<file path="config.mk">
export PLATFORM = sky130hd
export DESIGN_NAME = pccard_cycle_gen
export DESIGN_NICKNAME = d
export VERILOG_FILES = /design/src/rtl/pccg_pkg.sv /design/src/rtl/pccg_classify.sv /design/src/rtl/pccg_seq.sv /design/src/rtl/pccg_strobe_map.sv /design/src/rtl/pccard_cycle_gen.sv
export SDC_FILE = /design/constraint.sdc
export NUM_CORES = 1
export LEC_CHECK = 0
export BUFFER_PORTS_ARGS = -buffer_cell sky130_fd_sc_hd__buf_2
export CAP_MARGIN = 20
export CORE_MARGIN = 3
export CORE_UTILIZATION = 48
export CTS_CLUSTER_SIZE = 14
export DETAILED_ROUTE_END_ITERATION = 7
export HOLD_SLACK_MARGIN = 0.06
export PLACE_DENSITY_LB_ADDON = 0.1
export REMOVE_ABC_BUFFERS = 1
export SLEW_MARGIN = 20
export SYNTH_ARGS = -nofsm -noshare
export SYNTH_HDL_FRONTEND = slang
export SYNTH_SLANG_ARGS = --single-unit
</file>
<file path="constraint.sdc">
create_clock -name clk -period 1.8 [get_ports clk]
set_input_delay 0.09 -clock clk [delete_from_list [all_inputs] [get_ports clk]]
set_output_delay 0.09 -clock clk [all_outputs]
set_load 0.1 [all_outputs]
</file>
<file path="src/rtl/pccg_pkg.sv">
package pccg_pkg;

   // cycle phase as seen by the strobe decoder
   typedef enum logic [1:0] {
      PH_IDLE   = 2'd0,
      PH_SETUP  = 2'd1,
      PH_ACTIVE = 2'd2,
      PH_HOLD   = 2'd3
   } pccg_phase_e;

   // address space codes on req_space
   localparam logic [1:0] SPACE_COMMON = 2'd0;
   localparam logic [1:0] SPACE_ATTR   = 2'd1;

   // decoded command latched for the duration of a cycle
   typedef struct packed {
      logic mem_strobe;  // data moves on we/oe, otherwise on iord/iowr
      logic reg_low;     // register-select driven low for the cycle
      logic dma;         // DMA-type cycle, we/oe become terminal count
      logic tc;          // terminal count to present (DMA only)
      logic write;       // direction: 1 host to card
      logic wide;        // 16-bit transfer
   } pccg_cmd_t;

endpackage

</file>
<file path="src/rtl/pccg_classify.sv">
module pccg_classify
   import pccg_pkg::*;
#(
   parameter int NUM_SOCKETS = 2,
   parameter int SOCK_W      = 1
) (
   input  logic [1:0]             space,
   input  logic                   dack,
   input  logic                   write,
   input  logic                   wide,
   input  logic [SOCK_W-1:0]      socket,
   input  logic                   tc,
   input  logic [1:0]             dma_mode,
   input  logic [NUM_SOCKETS-1:0] dma_en,
   output pccg_cmd_t              cmd,
   output logic [SOCK_W-1:0]      target,
   output logic                   drop,
   output logic                   cfg_err
);

   localparam int CNT_BITS = $clog2(NUM_SOCKETS + 1);

   logic                dma_type;
   logic [CNT_BITS-1:0] en_count;
   logic [SOCK_W-1:0]   dma_target;

   assign dma_type = dack && (dma_mode != 2'b00);
   assign en_count = CNT_BITS'($countones(dma_en));

   // the single enabled socket takes the shared DMA handshake
   always_comb begin
      dma_target = '0;
      for (int i = 0; i < NUM_SOCKETS; i++) begin
         if (dma_en[i]) dma_target = SOCK_W'(i);
      end
   end

   always_comb begin
      cmd       = '0;
      cmd.write = write;
      cmd.wide  = wide;
      if (dma_type) begin
         cmd.dma = 1'b1;
         cmd.tc  = tc;
      end else if (dack) begin
         // DMA-type cycles disabled: plain I/O cycle
         cmd.reg_low = 1'b1;
      end else if (space == SPACE_COMMON) begin
         cmd.mem_strobe = 1'b1;
      end else if (space == SPACE_ATTR) begin
         cmd.mem_strobe = 1'b1;
         cmd.reg_low    = 1'b1;
      end else begin
         cmd.reg_low = 1'b1;
      end
   end

   assign target  = dma_type ? dma_target : socket;
   assign drop    = dma_type && (en_count != CNT_BITS'(1));
   assign cfg_err = en_count > CNT_BITS'(1);

endmodule

</file>
<file path="src/rtl/pccg_seq.sv">
module pccg_seq
   import pccg_pkg::*;
#(
   parameter int CNT_W = 4
) (
   input  logic             clk,
   input  logic             rst_n,
   input  logic             start,
   input  logic [CNT_W-1:0] width_in,
   output pccg_phase_e      phase,
   output logic             ready,
   output logic             done
);

   logic [CNT_W-1:0] remain_q;

   always_ff @(posedge clk or negedge rst_n) begin
      if (!rst_n) begin
         phase    <= PH_IDLE;
         remain_q <= '0;
      end else begin
         unique case (phase)
            PH_IDLE: begin
               if (start) begin
                  phase    <= PH_SETUP;
                  remain_q <= (width_in == '0) ? CNT_W'(1) : width_in;
               end
            end
            PH_SETUP:  phase <= PH_ACTIVE;
            PH_ACTIVE: begin
               if (remain_q == CNT_W'(1)) phase <= PH_HOLD;
               else                       remain_q <= remain_q - CNT_W'(1);
            end
            PH_HOLD:   phase <= PH_IDLE;
            default:   phase <= PH_IDLE;
         endcase
      end
   end

   assign ready = (phase == PH_IDLE);
   assign done  = (phase == PH_HOLD);

   // setup lasts exactly one clock
   a_r8_setup_one: assert property (@(posedge clk) disable iff (!rst_n)
      phase == PH_SETUP |=> phase == PH_ACTIVE);

   // hold lasts exactly one clock and returns to idle
   a_r8_hold_one: assert property (@(posedge clk) disable iff (!rst_n)
      phase == PH_HOLD |=> phase == PH_IDLE);

   // a running cycle is never restarted
   a_r9_no_restart: assert property (@(posedge clk) disable iff (!rst_n)
      (phase == PH_ACTIVE || phase == PH_HOLD) |=> phase != PH_SETUP);

endmodule

</file>
<file path="src/rtl/pccg_strobe_map.sv">
module pccg_strobe_map
   import pccg_pkg::*;
#(
   parameter int NUM_SOCKETS = 2,
   parameter int SOCK_W      = 1
) (
   input  logic                   clk,
   input  logic                   rst_n,
   input  pccg_phase_e            phase,
   input  pccg_cmd_t              cmd,
   input  logic [SOCK_W-1:0]      sock,
   output logic [NUM_SOCKETS-1:0] we_n,
   output logic [NUM_SOCKETS-1:0] oe_n,
   output logic [NUM_SOCKETS-1:0] iord_n,
   output logic [NUM_SOCKETS-1:0] iowr_n,
   output logic [NUM_SOCKETS-1:0] reg_n
);

   logic in_cycle, in_active;
   logic drive_we, drive_oe, drive_rd, drive_wr;

   assign in_cycle  = (phase != PH_IDLE);
   assign in_active = (phase == PH_ACTIVE);

   // line intent before socket steering
   assign drive_we = (cmd.mem_strobe && cmd.write)
                   || (cmd.dma && cmd.tc && cmd.write);
   assign drive_oe = (cmd.mem_strobe && !cmd.write)
                   || (cmd.dma && cmd.tc && !cmd.write);
   assign drive_rd = !cmd.mem_strobe && !cmd.write;
   assign drive_wr = !cmd.mem_strobe && cmd.write;

   for (genvar s = 0; s < NUM_SOCKETS; s++) begin : g_sock
      logic hit, hit_act;
      assign hit       = in_cycle && (sock == SOCK_W'(s));
      assign hit_act   = hit && in_active;
      assign we_n[s]   = !(hit_act && drive_we);
      assign oe_n[s]   = !(hit_act && drive_oe);
      assign iord_n[s] = !(hit_act && drive_rd);
      assign iowr_n[s] = !(hit_act && drive_wr);
      assign reg_n[s]  = !(hit && cmd.reg_low);
   end

   logic [NUM_SOCKETS-1:0] any_low;
   logic [NUM_SOCKETS-1:0] mem_low;
   logic [NUM_SOCKETS-1:0] io_low;
   assign any_low = ~(we_n & oe_n & iord_n & iowr_n & reg_n);
   assign mem_low = ~(we_n & oe_n);
   assign io_low  = ~(iord_n & iowr_n);

   // only one socket is ever driven
   a_r10_one_socket: assert property (@(posedge clk) disable iff (!rst_n)
      $onehot0(any_low));

   // write and output enable never fall together
   a_r1_mem_excl: assert property (@(posedge clk) disable iff (!rst_n)
      ((~we_n) & (~oe_n)) == '0);

   // I/O read and I/O write never fall together
   a_r3_io_excl: assert property (@(posedge clk) disable iff (!rst_n)
      ((~iord_n) & (~iowr_n)) == '0);

   // a non-DMA I/O strobe leaves the memory strobes high
   a_r3_mem_quiet: assert property (@(posedge clk) disable iff (!rst_n)
      (io_low & ~reg_n & mem_low) == '0);

   // terminal count alongside an I/O strobe only with register-select high
   a_r4_tc_reg_high: assert property (@(posedge clk) disable iff (!rst_n)
      (io_low & mem_low & ~reg_n) == '0);

   // strobes fall only in the active phase
   a_r8_strobe_active: assert property (@(posedge clk) disable iff (!rst_n)
      (mem_low | io_low) != '0 |-> phase == PH_ACTIVE);

endmodule

</file>
<file path="src/rtl/pccard_cycle_gen.sv">
module pccard_cycle_gen
   import pccg_pkg::*;
#(
   parameter int NUM_SOCKETS = 2,
   parameter int CNT_W       = 4,
   parameter int SOCK_W      = (NUM_SOCKETS > 1) ? $clog2(NUM_SOCKETS) : 1
) (
   input  logic                   clk,
   input  logic                   rst_n,
   input  logic                   req_valid,
   output logic                   req_ready,
   input  logic [1:0]             req_space,
   input  logic                   req_dack,
   input  logic                   req_write,
   input  logic                   req_wide,
   input  logic [SOCK_W-1:0]      req_socket,
   input  logic                   req_tc,
   input  logic [CNT_W-1:0]       active_width,
   input  logic [1:0]             dma_mode,
   input  logic [NUM_SOCKETS-1:0] dma_en,
   output logic [NUM_SOCKETS-1:0] card_we_n,
   output logic [NUM_SOCKETS-1:0] card_oe_n,
   output logic [NUM_SOCKETS-1:0] card_iord_n,
   output logic [NUM_SOCKETS-1:0] card_iowr_n,
   output logic [NUM_SOCKETS-1:0] card_reg_n,
   output logic                   wide_sel,
   output logic                   busy,
   output logic                   done,
   output logic                   cfg_err
);

   initial begin
      assert (NUM_SOCKETS >= 1 && NUM_SOCKETS <= 8)
         else $error("NUM_SOCKETS out of range");
      assert (CNT_W >= 1 && CNT_W <= 8)
         else $error("CNT_W out of range");
      assert (SOCK_W >= 1 && (1 << SOCK_W) >= NUM_SOCKETS)
         else $error("SOCK_W too narrow");
   end

   pccg_cmd_t         cmd_d, cmd_q;
   logic [SOCK_W-1:0] tgt_d, tgt_q;
   logic              drop;
   logic              start;
   logic              seq_ready;
   pccg_phase_e       phase;

   pccg_classify #(
      .NUM_SOCKETS (NUM_SOCKETS),
      .SOCK_W      (SOCK_W)
   ) u_classify (
      .space    (req_space),
      .dack     (req_dack),
      .write    (req_write),
      .wide     (req_wide),
      .socket   (req_socket),
      .tc       (req_tc),
      .dma_mode (dma_mode),
      .dma_en   (dma_en),
      .cmd      (cmd_d),
      .target   (tgt_d),
      .drop     (drop),
      .cfg_err  (cfg_err)
   );

   assign req_ready = seq_ready;
   assign start     = req_valid && seq_ready && !drop;

   always_ff @(posedge clk or negedge rst_n) begin
      if (!rst_n) begin
         cmd_q <= '0;
         tgt_q <= '0;
      end else if (start) begin
         cmd_q <= cmd_d;
         tgt_q <= tgt_d;
      end
   end

   pccg_seq #(
      .CNT_W (CNT_W)
   ) u_seq (
      .clk      (clk),
      .rst_n    (rst_n),
      .start    (start),
      .width_in (active_width),
      .phase    (phase),
      .ready    (seq_ready),
      .done     (done)
   );

   pccg_strobe_map #(
      .NUM_SOCKETS (NUM_SOCKETS),
      .SOCK_W      (SOCK_W)
   ) u_map (
      .clk    (clk),
      .rst_n  (rst_n),
      .phase  (phase),
      .cmd    (cmd_q),
      .sock   (tgt_q),
      .we_n   (card_we_n),
      .oe_n   (card_oe_n),
      .iord_n (card_iord_n),
      .iowr_n (card_iowr_n),
      .reg_n  (card_reg_n)
   );

   assign busy     = !seq_ready;
   assign wide_sel = busy && cmd_q.wide;

   // width select holds still within a cycle
   a_r6_wide_stable: assert property (@(posedge clk) disable iff (!rst_n)
      (busy && !done) |=> $stable(wide_sel));

   // an ignored DMA acknowledge starts nothing
   a_r7_drop_idle: assert property (@(posedge clk) disable iff (!rst_n)
      (req_valid && req_ready && drop) |=> !busy);

   // done is a single clock and is followed by idle
   a_r8_done_pulse: assert property (@(posedge clk) disable iff (!rst_n)
      done |=> (!done && req_ready));

   // a cycle begins only from an accepted request
   a_r9_start_req: assert property (@(posedge clk) disable iff (!rst_n)
      (req_ready && !req_valid) |=> !busy);

endmodule

</file>
==> impl_metrics.tcl, run 1 <==
set metrics [dict create \
    max-slew-margin-rel_pct 67.1 \
    die_x_microns 49.0 \
    r2r-end "u_seq.remain_q[0]" \
    power_leakage_uw 0.000649 \
    grt_util_met3_pct 2.14 \
    drc_errors 0 \
    die-area_sq_um 2400 \
    grt_first_pass_wirelength_microns 3730 \
    vias_per_cell 5.49 \
    place_inst 151 \
    fp.coreArea_sq_um 1610 \
    fmax_mhz 573 \
    synth-seq-area-share_pct 36.7 \
    clkTransAtPathRegs_ns 0.10 \
    busiest_layer "met2" \
    layout_common_cells "buf_2, nand2_1, dfrtp_1" \
    synth_edf_count 0 \
    num_antenna_cells 0 \
    holdPathStages 3 \
    synth_area_per_cell_sq_um 9.32 \
    syn2layout_area_growth_pct 57.2 \
    ys_ff_latch 13 \
    dominantRegCellSynth "dfrtp_1" \
    critPathArrivalTime_ns 1.65 \
    antenna_found_initial 0 \
    power.total_uw 2810 \
    numCtsBuffers 3 \
    fin_nets 168 \
    grt_overflow 0 \
    worstSetupEndpointType "primary output" \
    routed_wl_microns 2390 \
    worstPathRequired_ns 1.71 \
    r2r-start "u_seq.phase[0]" \
    synth_cell_types 29 \
    vias 911 \
    min_to "u_seq.remain_q[1]" \
    io_buffers 32 \
    outcome "complete, no violations" \
    fin_util_pct 86.4 \
    drv_slew 0 \
    ios 33 \
    htree_num_levels 1 \
    grtUsageMet1_pct 24.4 \
    worst_slack_ns 0.0551 \
    preCtsSetupSlack_ns -0.0324 \
    finalHoldViolCount 0 \
    final_layout_size_suffix_gt1_share_pct 38.7 \
    cts_tree "done" \
    period_minus_slack_ns 1.74 \
    final_common_cell "buf_2" \
    grt_max_degree 14 \
    grtUsageTotal_pct 19.2 \
    grt_pass1_vias 833 \
    final_antenna_net_count 0 \
    rows 14 \
    worstMarginPinSlew_ns 0.497 \
    r2r_slack_ns 0.07 \
    root_buffer "clkbuf_4" \
    gp_congestion 0.732 \
    r2r_cells 7 \
    setup.worst_path.class "reg -> out" \
    clk_latency_ns 0.29 \
    postSynthCellCount 95 \
    ys_warn_count 0 \
    setup_viol 0 \
    irDropWorstVdd_mv 1.52 \
    synth.cell_area_sq_um 886 \
    met2_usage_pct 34.4 \
    start_util_pct 55.0 \
    drtIter0Drc 27 \
    clockBufferDepth 2 \
    critPathLaunchType "register" \
    min_period_over_period_pct 96.9 \
    synthArstFlopShare_pct 100 \
    powerDensity_nw_per_um2 2020 \
    maxCapViolations 0 \
    cp_max_fo 7 \
    clkSinkCount 13 \
    dr.pass1.iters 4 \
    final.setup.tns_ns 0 \
    fin_skew_ns 0.00996 \
    dp_hpwl_microns 1670 \
    die_h_microns 49.0 \
    rsz0062_at_grt "yes" \
    routedWlPerCell_microns 14.4 \
    min_from "active_width[1]" \
    hold_path_class "in -> reg" \
    final_cells 166 \
]
-- metrics by stage --
step	instance area (sq um)	hold WS (ns)
2_1_floorplan	871	-0.206
3_5_place_dp	1230	-0.00459
3_3_place_gp	1230	-0.00783
6_report	1390	0.0665
5_1_grt	1390	0.0877
4_1_cts	1330	0.0875
-- metal layers --
| metal | vias to the layer above | part of all wire [%] |
|---|---|---|
| li1 | 438 | - |
| met2 | 35 | 53 |
| met5 | - | 0 |
| met3 | 6 | 3.9 |
| met4 | 0 | 1.8 |
| met1 | 432 | 41 |
-- sequential cells by signal (all words and copies together) (netlist names) --
signal          flops
u_seq.remain_q      4
tgt_q               1
u_seq.phase         2
cmd_q               6
-- Yosys cell counts, drive strengths merged, types with 3 or more instances --
cell    instances  area share [%]
ha              7             9.9
o21a            3             2.5
mux2i           4             4.5
and3            3             2.1
o21ai           6             3.4
mux2            3             3.8
dfrtp          13              37
nand3           5             2.8
inv             7             3.0
nor2            6             2.5
nand2          15             6.4
nand3b          3             2.5
nor2b           3             2.1
-- worst max path at each step --
| stage | slack (ns) | startpoint | to |
|---|---|---|---|
| after floorplan | -1.68 | u_seq.phase[0] | card_iord_n[1] |
| after global placement | 0.07 | u_seq.phase[0] | u_seq.remain_q[3] |
| after detailed placement | -0.03 | u_seq.phase[0] | u_seq.remain_q[2] |
| after CTS | 0.02 | u_seq.phase[0] | u_seq.remain_q[0] |
| after global routing | -0.04 | u_seq.phase[1] | card_we_n[1] |
| final | 0.06 | u_seq.phase[0] | card_we_n[1] |
-- critical path, cell delays in order, from the launching register on --
cell     delay, ns
dfrtp_1       0.42
inv_2         0.11
ha_2          0.22
buf_6         0.13
and3_4        0.20
nand2_1       0.10
buf_12        0.18
-- timing repair --
item,in CTS,in global routing
setup buffers,1,4
hold buffers,6,0
setup endpoints to repair,11,14
hold endpoints to repair,17,0
gates resized for setup,3,8
pin swaps,1,1
-- power by group --
part	internal, uW	leakage [uW]	switching, uW	total [uW]
logic	747	0.000475	1270	2010
registers	440	0.000159	155	595
clock network	86.1	0.0000150	111	197
total	1270	0.000649	1530	2810
-- final cells by class --
cell class,count,area [sq um]
Tap cell,24,30.0
Timing Repair Buffer,45,429
Clock buffer,4,26.3
Inverter,7,26.3
Sequential cell,13,325
Multi-Input combinational cell,73,556
Fill cell,92,219
-- cell families (layout without fill, tap and decap cells) --
group / count (synthesis) / count (layout) / share of synthesized area (%)
compound gates: 19 / 19 / 17.5
fa+ha+maj: 7 / 7 / 9.89
buf+inv: 9 / 56 / 4.66
flops: 13 / 13 / 36.7
mux: 7 / 7 / 8.33
simple gates: 40 / 40 / 22.9
No activity file was read; power rests on OpenSTA's default activity.
==> run 2: changes to the inputs <==
- REMOVE_ABC_BUFFERS: 1 -> unset
==> run 2 against run 1 <==
  * The flow now finishes with violations (negative setup slack)
  * Highest routed layer unchanged
  * Combinational power grew 15%
  * Utilization grew 6.1 points
  * Largest cell class unchanged
  * Cell count grew 1.8%
==> impl_metrics.tcl, run 2 (synthesis results as in run 1) <==
set metrics [dict create \
    num_antenna_cells 0 \
    max-slew-margin-rel_pct 60.5 \
    drv_slew 0 \
    dr_wl_met3_microns 232 \
    drtIter0Drc 48 \
    top_register "cmd_q" \
    min_from "active_width[2]" \
    fin_util_pct 92.5 \
    r2r_cells 7 \
    cp_max_fo 6 \
    fp.coreArea_sq_um 1610 \
    multi_input_area_sq_um 648 \
    clkSinkCount 13 \
    num-fill-cells 66 \
    final_common_cell "buf_2" \
    worst_slack_ns -0.0276 \
    power_leakage_uw 0.000726 \
    period_minus_slack_ns 1.83 \
    die_h_microns 49.0 \
    dr.pass1.iters 4 \
    min_to "u_seq.remain_q[2]" \
    antenna_found_initial 0 \
    routedWlPerCell_microns 20.4 \
    fin_nets 171 \
    wl_met1_microns 1220 \
    htree_num_levels 1 \
    io_buffers 32 \
    syn2layout_area_growth_pct 68.4 \
    powerDensity_nw_per_um2 2100 \
    highest_layer "met4" \
    layout_common_cells "buf_2, dfrtp_1, buf_4" \
    seq_area_sq_um 327 \
    r2r_slack_ns 0.01 \
    die-area_sq_um 2400 \
    postPlaceCellArea_sq_um 1320 \
    die_x_microns 49.0 \
    holdPathStages 3 \
    fin_skew_ns 0.00535 \
    critPathSlowestCell "dfrtp_1" \
    final_layout_size_suffix_gt1_share_pct 49.0 \
    violations "negative setup slack" \
    r2r-start "u_seq.phase[1]" \
    drc_errors 0 \
    ios 33 \
    maxCapViolations 0 \
    cp_slowest_stage_delay_ns 0.43 \
    r2r-end "u_seq.remain_q[1]" \
    final_antenna_net_count 0 \
    clkTransAtPathRegs_ns 0.09 \
    dp_hpwl_microns 2070 \
    path_cells "inv_2 -> ha_4 -> buf_8 -> and3_4 -> nand2_4 -> buf_12" \
    start_util_pct 55.0 \
    hold_path_class "in -> reg" \
    worstSetupEndpointType "primary output" \
    setup.worst_path.class "reg -> out" \
    design_area_sq_um 1490 \
    irDropWorstVdd_mv 1.98 \
    grt_max_degree 14 \
    grtUsageTotal_pct 24.9 \
    wl_met2_microns 1880 \
    worstMarginPinSlew_ns 0.590 \
    cts_tree "done" \
    clockBufferDepth 2 \
    whs_ns 0.0713 \
    grt_overflow 0 \
    top_regs "cmd_q (6), u_seq.remain_q (4), u_seq.phase (2)" \
    critPathArrivalTime_ns 1.74 \
    gp_congestion 0.828 \
    worstPathRequired_ns 1.71 \
    routed_wl_microns 3440 \
    synth_nets 120 \
    numCtsBuffers 3 \
    grt_pass1_vias 935 \
    rows 14 \
    outcome "finished, violations left" \
    grt_first_pass_wirelength_microns 4400 \
    rsz0062_at_grt "yes" \
    largest_reg_flops 6 \
    min_period_over_period_pct 102 \
    vias_per_cell 5.96 \
    setup_viol 3 \
    finalHoldViolCount 0 \
    critPathLaunchType "register" \
    fmax_mhz 547 \
    clk_latency_ns 0.30 \
    final.setup.tns_ns -0.0392 \
    root_buffer "clkbuf_4" \
    vias 1008 \
]
run 2: cell types whose count changed in the layout (fill, tap and decap cells not counted), moves of 2 or more:
cell,previous run,this run
buf_12,10,8
buf_4,6,9
clkbuf_4,4,6
ha_2,2,0
nand2_1,15,7
nand2_4,0,6
nand2_8,0,2
nand3_1,5,3
nand3_2,0,2
run 2: repair_timing:
action,CTS,global route
setup endpoints to repair,8,11
gates resized for setup,4,4
pin swaps,1,3
hold endpoints to repair,16,1
hold buffers,5,1
setup buffers,2,5
run 2: layer usage:
metal  vias to the layer above  track usage, %
met5                         -               0
met4                         0            13.7
met3                        17            6.12
met2                        60            46.2
met1                       488            25.0
li1                        443               -
run 2: area by class of cell:
type                       count  area share [%]
multi-input combinational     73            43.5
sequential                    13            21.9
timing repair buffer          48            28.9
tap                           24            2.01
inverter                       7            2.01
clock buffer                   4            1.76
run 2: how the worst max path moves through the flow:
stage | from | end | cells past startpoint
floorplan | u_seq.phase[1] | card_iord_n[1] | 6
global placement | u_seq.phase[0] | u_seq.remain_q[3] | 6
detailed placement | u_seq.phase[0] | u_seq.remain_q[3] | 6
CTS | u_seq.phase[1] | card_reg_n[0] | 5
global route | u_seq.remain_q[1] | u_seq.remain_q[1] | 7
finish | u_seq.phase[0] | card_iord_n[1] | 6
run 2: worst max-delay path, delay by kind of cell, from the launching register on:
family        cells  cell delay, ns
buf+inv           3            0.46
fa+ha+maj         1            0.18
flops             1            0.43
simple gates      2            0.37
run 2: metrics by stage:
step                power (uW)  setup slack [ns]  cells
floorplan                 2210            -0.454     95
global placement          2520             0.189    152
detailed placement        2620            0.0800    152
CTS                       2880           0.00187    163
global route              3280           -0.0813    169
finish                    3140           -0.0276    169
run 2: where the power goes:
part	total (uW)	switching [uW]	internal [uW]	leakage, uW
logic	2310	1500	811	0.000553
registers	622	180	442	0.000158
clock network	203	116	86.7	0.0000150
==> run 3: changes to the inputs <==
- ABC_AREA: unset -> 1
==> run 3 against run 2 <==
  * Critical endpoint unchanged
  * First-iteration DRC count is 33% lower
  * Global-route usage is 1.5 points lower
  * Utilization is 5.2 points lower
  * Die area up 0.61%
  * Fmax grew 4.6%
  * Flip-flop and latch count unchanged
  * Largest cell class unchanged
  * Non-clock buffer count decreased by 9
  * Power shrank 7.8%
  * Sequential share of layout area grew 1.1 points
  * Worst hold slack got worse by 0.0065 ns
  * Synthesized cell count grew 25%
  * The flow now finishes without violations
  * Clock power down 2%
==> impl_metrics.tcl, run 3 <==
set metrics [dict create \
    outcome "complete, no violations" \
    synth_top_area_share_pct 36.5 \
    routed_wl_microns 2820 \
    top_regs "cmd_q (6), u_seq.remain_q (4), u_seq.phase (2)" \
    synthArstFlopShare_pct 100 \
    setup.worst_path.class "reg -> out" \
    worstPathRequired_ns 1.71 \
    synth-seq-area-share_pct 36.5 \
    design_area_sq_um 1420 \
    fin_nets 188 \
    io_buffers 32 \
    die-area_sq_um 2410 \
    worstSetupEndpointType "primary output" \
    grtUsageTotal_pct 23.4 \
    min_period_over_period_pct 97.1 \
    pwr-share-clk_pct 6.8 \
    dominantRegCellSynth "dfrtp_1" \
    numCtsBuffers 3 \
    grt_overflow 0 \
    min_from "req_tc" \
    synth_nets 144 \
    synth_edf_count 0 \
    maxCapViolations 0 \
    worstMarginPinSlew_ns 0.489 \
    clkTransAtPathRegs_ns 0.09 \
    routedWlPerCell_microns 15.1 \
    synth.most_common_cell "nand2_1" \
    largest_reg_flops 6 \
    cp_max_fo 6 \
    synth_area_leaders "dfrtp_1, nand2_1, ha_1" \
    whs_ns 0.0648 \
    layout_common_cells "nand2_1, buf_2, dfrtp_1" \
    vias_per_cell 5.52 \
    holdPathStages 3 \
    fin_skew_ns 0.00708 \
    root_buffer "clkbuf_4" \
    internal_power_uw 1150 \
    r2r_cells 7 \
    power_frac_seq_pct 20.5 \
    drtIter0Drc 32 \
    rows 14 \
    postPlaceCellArea_sq_um 1320 \
    p_sw_share_pct 60.3 \
    top_register "cmd_q" \
    irDropWorstVdd_mv 1.97 \
    synth.cell_area_sq_um 892 \
    max-slew-margin-rel_pct 67.6 \
    synth_top_area_cell "dfrtp_1" \
    powerDensity_nw_per_um2 2030 \
    fmax_mhz 572 \
    ios 33 \
    multi_input_area_sq_um 604 \
    r2r-end "u_seq.remain_q[3]" \
    setup_viol 0 \
    r2r-start "u_seq.phase[1]" \
    critPathArrivalTime_ns 1.66 \
    gp_congestion 0.815 \
    clkSinkCount 13 \
    place_inst 177 \
    num_antenna_cells 0 \
    final_layout_size_suffix_gt1_share_pct 39.5 \
    vias 1026 \
    finalHoldViolCount 0 \
    grt_max_degree 14 \
    antenna_found_initial 0 \
    start_util_pct 54.8 \
    drc_errors 0 \
    grt_pass1_vias 970 \
    hold_path_class "in -> reg" \
    r2r_slack_ns 0.20 \
    fp.coreArea_sq_um 1630 \
    period_minus_slack_ns 1.75 \
    cts_tree "done" \
    syn2layout_area_growth_pct 59.5 \
    seq_area_sq_um 327 \
    dp_hpwl_microns 1790 \
    min_to "cmd_q[2]" \
    final_cells 186 \
    grt_first_pass_wirelength_microns 4330 \
    final_common_cell "nand2_1" \
    htree_num_levels 1 \
    postSynthCellCount 119 \
    clk_latency_ns 0.29 \
    synth_commonest_cells "nand2_1, nand3_1, dfrtp_1, inv_1" \
    final_antenna_net_count 0 \
    synth_cell_types 17 \
    num-fill-cells 93 \
    power_leakage_uw 0.000724 \
    clockBufferDepth 2 \
    ys_ff_latch 13 \
    dr.pass1.iters 6 \
    ys_warn_count 0 \
    die_x_microns 49.1 \
    combPwrFrac_pct 72.6 \
    die_h_microns 49.1 \
    switchingPower_uw 1740 \
    synth_area_per_cell_sq_um 7.50 \
    critPathLaunchType "register" \
    drv_slew 0 \
]
-- run 3: cell types whose count changed after synthesis, moves of 3 or more --
cell and change:
and3_1 -3, inv_1 +6, mux2i_1 -4, a21oi_1 +4, nand2_4 +4, mux2_2 -3
nand3b_1 -3, nor2b_1 -3, nand3_1 +11, o21a_1 -3, nand2_1 +23
-- run 3: per-stage QoR --
stage          setup TNS (ns)  utilization, %  setup WS, ns  total power [uW]
2_1_floorplan           -3.17               -        -0.354              2090
3_3_place_gp                0            81.1         0.318              2470
3_5_place_dp                0            81.1         0.254              2540
4_1_cts                     0            85.6        0.0355              2750
5_1_grt               -0.0344            87.3       -0.0256              3070
6_report                    0            87.3        0.0528              2890
-- run 3: what timing repair did --
action,in CTS,in global routing
cloned,0,0
hold endpoints to repair,16,0
gates resized for setup,1,5
setup endpoints to repair,2,8
hold buffers,4,0
pin swaps,0,2
setup buffers,0,1
-- run 3: cell families after synthesis --
logic type      after synthesis  synth area share, %
buf+inv                      15                 6.31
flops                        13                 36.5
fa+ha+maj                     7                 9.82
compound gates               14                 9.40
simple gates                 70                 38.0
-- run 3: cell type report --
class,instances,area share [%]
well taps,24,2.11
multi-input cells,91,42.5
repair buffers,39,26.2
inverters,15,4.40
flip-flops and latches,13,23.0
clock buffers,4,1.85
-- run 3: worst max path at each step --
stage,to,from
2_1_floorplan,u_seq.remain_q[2],u_seq.phase[1]
3_3_place_gp,card_iord_n[1],u_seq.phase[0]
3_5_place_dp,card_iord_n[1],u_seq.phase[0]
4_1_cts,card_iord_n[1],u_seq.phase[0]
5_1_grt,card_iord_n[1],u_seq.phase[0]
6_report,card_iord_n[1],u_seq.phase[0]
-- run 3: routing by layer --
layer / track usage, % / up-vias / wire length [microns]
met5: 0 / - / 0
met4: 13.7 / 0 / 180
met3: 3.67 / 22 / 182
met2: 40.0 / 67 / 1420
met1: 27.3 / 462 / 1030
li1: - / 475 / -
-- run 3: power by group through the flow --
stage	clock, uW	combinational (uW)	sequential [uW]
after floorplan	0	1540	555
after global placement	0	1890	577
after detailed placement	0	1960	583
after CTS	190	1980	577
after global routing	213	2240	613
final	198	2100	594
-- run 3: critical path, stage by stage, from the launching register on --
cell	delay (ns)
dfrtp_1	0.40
inv_2	0.12
ha_4	0.17
inv_4	0.05
nor3_4	0.28
nand3_2	0.15
buf_12	0.19
